--- config.mk ---
export PLATFORM = sky130hd
export DESIGN_NAME = gf2_bmm
export DESIGN_NICKNAME = d
export VERILOG_FILES = /design/src/rtl/gf2_bmm_pkg.sv /design/src/rtl/gf2_bmm.sv
export SDC_FILE = /design/constraint.sdc
export NUM_CORES = 1
export LEC_CHECK = 0
export BUFFER_PORTS_ARGS = -buffer_cell sky130_fd_sc_hd__clkbuf_2
export CAP_MARGIN = 10
export CORE_ASPECT_RATIO = 1.25
export CORE_MARGIN = 3
export CORE_UTILIZATION = 50
export CTS_CLUSTER_SIZE = 12
export DETAILED_ROUTE_END_ITERATION = 12
export GPL_TIMING_DRIVEN = 0
export PLACE_DENSITY = 0.77
export SLEW_MARGIN = 20
export SYNTH_ARGS = -nofsm -noshare
export SYNTH_HDL_FRONTEND = slang
export SYNTH_SLANG_ARGS = --single-unit
--- constraint.sdc ---
create_clock -name clk -period 0.8 [get_ports clk]
set_input_delay 0.08 -clock clk [delete_from_list [all_inputs] [get_ports clk]]
set_output_delay 0.08 -clock clk [all_outputs]
set_load 0.03 [all_outputs]
--- src/rtl/gf2_bmm_pkg.sv ---
package gf2_bmm_pkg;
  // Largest matrix side the shared helper supports.
  parameter int unsigned BMM_MAX_N = 16;

  // Inner product over GF(2): AND terms, XOR reduction.
  function automatic logic gf2_dot(input logic [BMM_MAX_N-1:0] row,
                                   input logic [BMM_MAX_N-1:0] col);
    return ^(row & col);
  endfunction
endpackage

--- src/rtl/gf2_bmm.sv ---
module bmm_transpose #(
  parameter int unsigned N = 8,
  localparam int unsigned W = N * N
) (
  input  logic [W-1:0] src,
  output logic [W-1:0] dst
);
  // dst row j, position k  <=  src row k, position j
  for (genvar r = 0; r < N; r++) begin : g_row
    for (genvar c = 0; c < N; c++) begin : g_col
      assign dst[c*N + r] = src[r*N + c];
    end
  end
endmodule

module bmm_dot_array #(
  parameter int unsigned N = 8,
  localparam int unsigned W = N * N
) (
  input  logic [W-1:0] rows_a,
  input  logic [W-1:0] cols_b,
  output logic [W-1:0] prod
);
  import gf2_bmm_pkg::*;
  for (genvar i = 0; i < N; i++) begin : g_i
    logic [BMM_MAX_N-1:0] row_w;
    assign row_w = BMM_MAX_N'(rows_a[i*N +: N]);
    for (genvar j = 0; j < N; j++) begin : g_j
      logic [BMM_MAX_N-1:0] col_w;
      assign col_w = BMM_MAX_N'(cols_b[j*N +: N]);
      assign prod[i*N + j] = gf2_dot(row_w, col_w);
    end
  end
endmodule

module bmm_out_reg #(
  parameter int unsigned W = 64
) (
  input  logic         clk,
  input  logic         rst_n,
  input  logic         load,
  input  logic [W-1:0] d,
  output logic         v_q,
  output logic [W-1:0] q
);
  always_ff @(posedge clk or negedge rst_n) begin
    if (!rst_n) begin
      v_q <= 1'b0;
      q   <= '0;
    end else begin
      v_q <= load;
      if (load) q <= d;
    end
  end
endmodule

module gf2_bmm #(
  parameter int unsigned N = 8,
  localparam int unsigned W = N * N
) (
  input  logic         clk,
  input  logic         rst_n,
  input  logic         in_valid,
  input  logic [W-1:0] mat_a,
  input  logic [W-1:0] mat_b,
  output logic         out_valid,
  output logic [W-1:0] mat_c
);
  // Columns of B laid out as rows, and the combinational product.
  logic [W-1:0] b_cols;
  logic [W-1:0] prod_comb;

  bmm_transpose #(.N(N)) u_tr (
    .src (mat_b),
    .dst (b_cols)
  );

  bmm_dot_array #(.N(N)) u_dot (
    .rows_a (mat_a),
    .cols_b (b_cols),
    .prod   (prod_comb)
  );

  bmm_out_reg #(.W(W)) u_oreg (
    .clk   (clk),
    .rst_n (rst_n),
    .load  (in_valid),
    .d     (prod_comb),
    .v_q   (out_valid),
    .q     (mat_c)
  );
endmodule

# Word level (Yosys, flattened, before mapping)
# Index checks and enable logic that the tools add are counted.
# W data, S select, Z words.
# totals
regBits,65
input_bits,131
elab_cells,130
output_inout_bits,65
# op_classes
reduce_logical,64
bitwise,64
# op_table
op,n
$reduce_xor A16 Y1,64
$and A8 B8 Y8,64

# Logic depth before layout (Yosys ltp)
# depth
depth_word,2
mapped_depth,6
ltp_nobuf,5

# Hierarchy
# A second synthesis with hierarchy kept.
# hier_totals
cells_unflattened,1288
hier_area_um2,9939.5
# modules_own_cells
module,cells_per_inst,n_inst,area_each_um2,seq_area_each_um2
bmm_dot_array,1088,1,6755.2,0.0
bmm_out_reg,136,1,2703.8,1626.6
bmm_transpose,64,1,480.5,0.0

# Worst setup path after synthesis
# Ideal clock, no wire load.
# synth_timing
kind,input-to-reg
from,in mat_a[57]
to,reg u_oreg.q[63]
path_stages,6
setup_ns,0.137
path_slack_ns,-0.146
required_time_ns,0.663
arrival_ns,0.809
path_buffers,1
cell_sequence,buf_2 -> nand2_1 -> xnor2_1 -> xnor2_1 -> xnor2_1 -> a21oi_1
# synth_between
elab_chain_len,2
# synth_lines
item,line,rtl
start: declaration,gf2_bmm.sv:64,"input logic [W-1:0] mat_a,"
$and A8 B8 Y8,gf2_bmm_pkg.sv:8,return ^(row & col);
$reduce_xor A16 Y1,gf2_bmm_pkg.sv:8,
end signal: assignment,gf2_bmm.sv:49,q <= '0;
end signal: assignment,gf2_bmm.sv:52,if (load) q <= d;
end: declaration,gf2_bmm.sv:44,output logic [W-1:0] q
# Every way passes these cells.
# A chain may end at the register's enable or synchronous reset.

# Worst setup path in the final report
# layout_timing
from,reg u_oreg.q[31]
to,out mat_c[31]
# layout_lines
item,line,rtl
end: declaration,gf2_bmm.sv:67,output logic [W-1:0] mat_c
# No word-level cell between the ends.

==> flow_metrics.py <==
metrics = {
    "global_routing": {
        "grt.overflow.total": 0,
        "grt_pass1_wl_microns": 49800,
        "grt_util_all_layers_pct": 33.4,
        "first_global_vias": 8985,
        "grt_max_degree": 37,
        "grt_antenna_before_repair": 0,
    },
    "setup_path": {
        "required_ps": 720,
        "start_kind": "flop",
        "cp_cell_sequence": "buf_8",
        "crit_path_max_incr_delay_ps": 450,
        "worstPathMaxFanout": 2,
        "crit_slowest_cell": "dfrtp_1",
        "path_buf_inv": 1,
        "path_class": "flop to output pin",
        "r2r-start": "u_oreg.q[16]",
        "cpLargestDelayFamily": "flip-flops",
        "crit_start": "u_oreg.q[31]",
        "arrival_ps": 960,
        "critPathCaptureType": "output pin",
    },
    "sta": {
        "tightest_slew_ps": 464,
        "fin_hold_ws_ps": -289,
        "slew_violations": 0,
        "timing.fmax_mhz": 960,
        "fin_crit_ps": 1040,
        "hold_viol": 29,
        "rsz0062_at_grt": "true",
        "finClkSkew_ps": 0,
        "setup-violations-final": 92,
        "worst_slack_ps": -242,
        "post-route-period-util_pct": 130,
        "tns_ps": -13060,
        "slew-limit-headroom_pct": 69.1,
    },
    "yosys": {
        "synth_fp_nets": 1426,
        "yosysWarningCount": 0,
        "synth-seq-cells": 65,
        "seq_area_frac_synth_pct": 18.3,
        "syn_area_sq_um": 8880,
        "synth_cell_types": 11,
        "avgSynthCellArea_sq_um": 6.86,
        "syn_inst": 1295,
    },
    "pwr": {
        "p_seq_share_pct": 21.3,
        "leakagePower_nw": 5.70,
        "max-vdd-ir-drop_uv": 2060,
        "pwr-share-comb_pct": 62.2,
        "pwr_density_cell_nw_per_um2": 1900,
        "switching_share_pct": 42.5,
        "p_int_mw": 15.1,
        "switchingPower_mw": 11.1,
        "pwr-share-clk_pct": 16.6,
    },
    "cts": {
        "cts_root_buf": "clkbuf_16",
        "clk_path_buf_depth": 2,
        "numCtsBuffers": 9,
        "hold_buffers": 1,
        "clock_sinks": 65,
        "clk_pin_slew_ps": 60,
        "clk_latency_ps": 340,
        "h-tree-depth": 3,
        "cts_tree": "done",
    },
    "drt": {
        "avgViaCountPerCell": 5.65,
        "ant_nets": 0,
        "drt_iter0_drc": 749,
        "drt_pre_antenna_iters": 5,
        "drc_errors": 0,
        "drt_wl_total_microns": 37000,
        "vias": 9265,
        "wire_per_inst_microns": 22.6,
    },
    "floorplan": {
        "core_sq_um": 17100,
        "die-height_microns": 155,
        "rows": 53,
        "fp.dieW_microns": 125,
        "pin_count": 196,
        "die-area_sq_um": 19400,
        "start_util_pct": 51.9,
    },
    "flow_run": {
        "cap_violations": 0,
    },
    "placed_design": {
        "io_buffers": 67,
        "place_hpwl_microns": 23800,
        "dp_slack_ps": -628,
        "place_congestion": 0.958,
    },
    "layout": {
        "drive_gt1_share_pct": 46.9,
        "syn2layout_area_growth_pct": 54.8,
        "antenna_cells": 0,
        "final_nets": 1545,
    },
    "status": {
        "status": "finished with violations",
        "violations": "hold timing, setup timing",
    },
    "worst_hold_path": {
        "hold_class": "input port to async pin",
    },
}
==> per-stage QoR <==
step	utilization [%]	cell area (sq um)	cells	power, mW
global placement	64.4	11000	1582	16.4
finish	80.4	13700	1639	26.2
floorplan	-	10400	1295	13.6
detailed placement	64.5	11000	1583	16.6
global route	80.4	13700	1639	26.9
CTS	72.5	12400	1621	23.3
==> final timing paths <==
kind	depth (start not counted)	slack, ps	end
hold / removal	1	-290	u_oreg.q[58]
min in group clk	4	300	u_oreg.q[6]
setup reg to reg	3	-30	u_oreg.q[16]
max in group asynchronous	2	520	u_oreg.q[55]
hold reg to reg	2	560	u_oreg.q[0]
setup / recovery	1	-240	mat_c[31]
==> final cells by class <==
type	instances	area (sq um)
fill	1047	3360
sequential	65	1630
clock inverter	7	92.6
buffer	142	2000
clock buffer	9	225
multi-input combinational	1088	8140
tap	220	275
timing repair buffer	108	1390
==> logic make-up (layout without fill, tap and decap cells) <==
group                     after synthesis  count (layout)  synth area share, %
AOI/OAI and AO/OA                      64              64                 3.61
xor gates and xnor gates              448             448                 44.2
DFF                                    65              65                 18.3
and+or+nand+nor                       576             576                 24.9
buffers and inverters                 142             266                 8.97
==> sequential cells by signal, summed over array words and instances (netlist names) <==
name and flops:
u_oreg.v_q 1, u_oreg.q 64
==> cell usage after synthesis <==
master      n  area (sq um)
clkbuf_1   14          52.6
nand2_1   491          1840
buf_4      34           255
a21oi_1    64           320
nor2_1     64           240
buf_2      91           455
xnor2_1   320          2800
nand2_2    21           131
xor2_1    128          1120
buf_6       3          33.8
dfrtp_1    65          1630
==> power by group through the flow <==
stage	Sequential, mW	Combinational (mW)	Clock (mW)
5_1_grt	5.62	16.9	4.44
4_1_cts	5.14	13.9	4.26
3_5_place_dp	5.04	11.6	0
6_report	5.57	16.3	4.34
2_1_floorplan	6.97	6.63	0
3_3_place_gp	5.05	11.4	0
==> layout by cell type (no fill, tap or decap), drive strengths merged <==
master | netlist | final
clkbuf | 14 | 22
xnor2 | 320 | 320
nor2 | 64 | 64
dfrtp | 65 | 65
bufinv | 0 | 2
dlygate4sd3 | 0 | 1
xor2 | 128 | 128
inv | 0 | 1
buf | 128 | 236
clkinv | 0 | 4
a21oi | 64 | 64
nand2 | 512 | 512
==> layer usage <==
metal | track usage, % | vias to the layer above | part of all wire [%]
li1 | - | 4046 | -
met1 | 38.6 | 4406 | 33
met2 | 55.0 | 625 | 48
met3 | 5.67 | 188 | 9.1
met4 | 25.4 | 0 | 9.5
met5 | 0 | - | 0
==> repair_timing <==
action | in CTS | in global routing
setup endpoints to repair | 129 | 120
setup buffers | 21 | 27
hold endpoints to repair | 30 | 29
gates resized for setup | 184 | 295
pin swaps | 17 | 88
(Power assumes the default switching activity.)
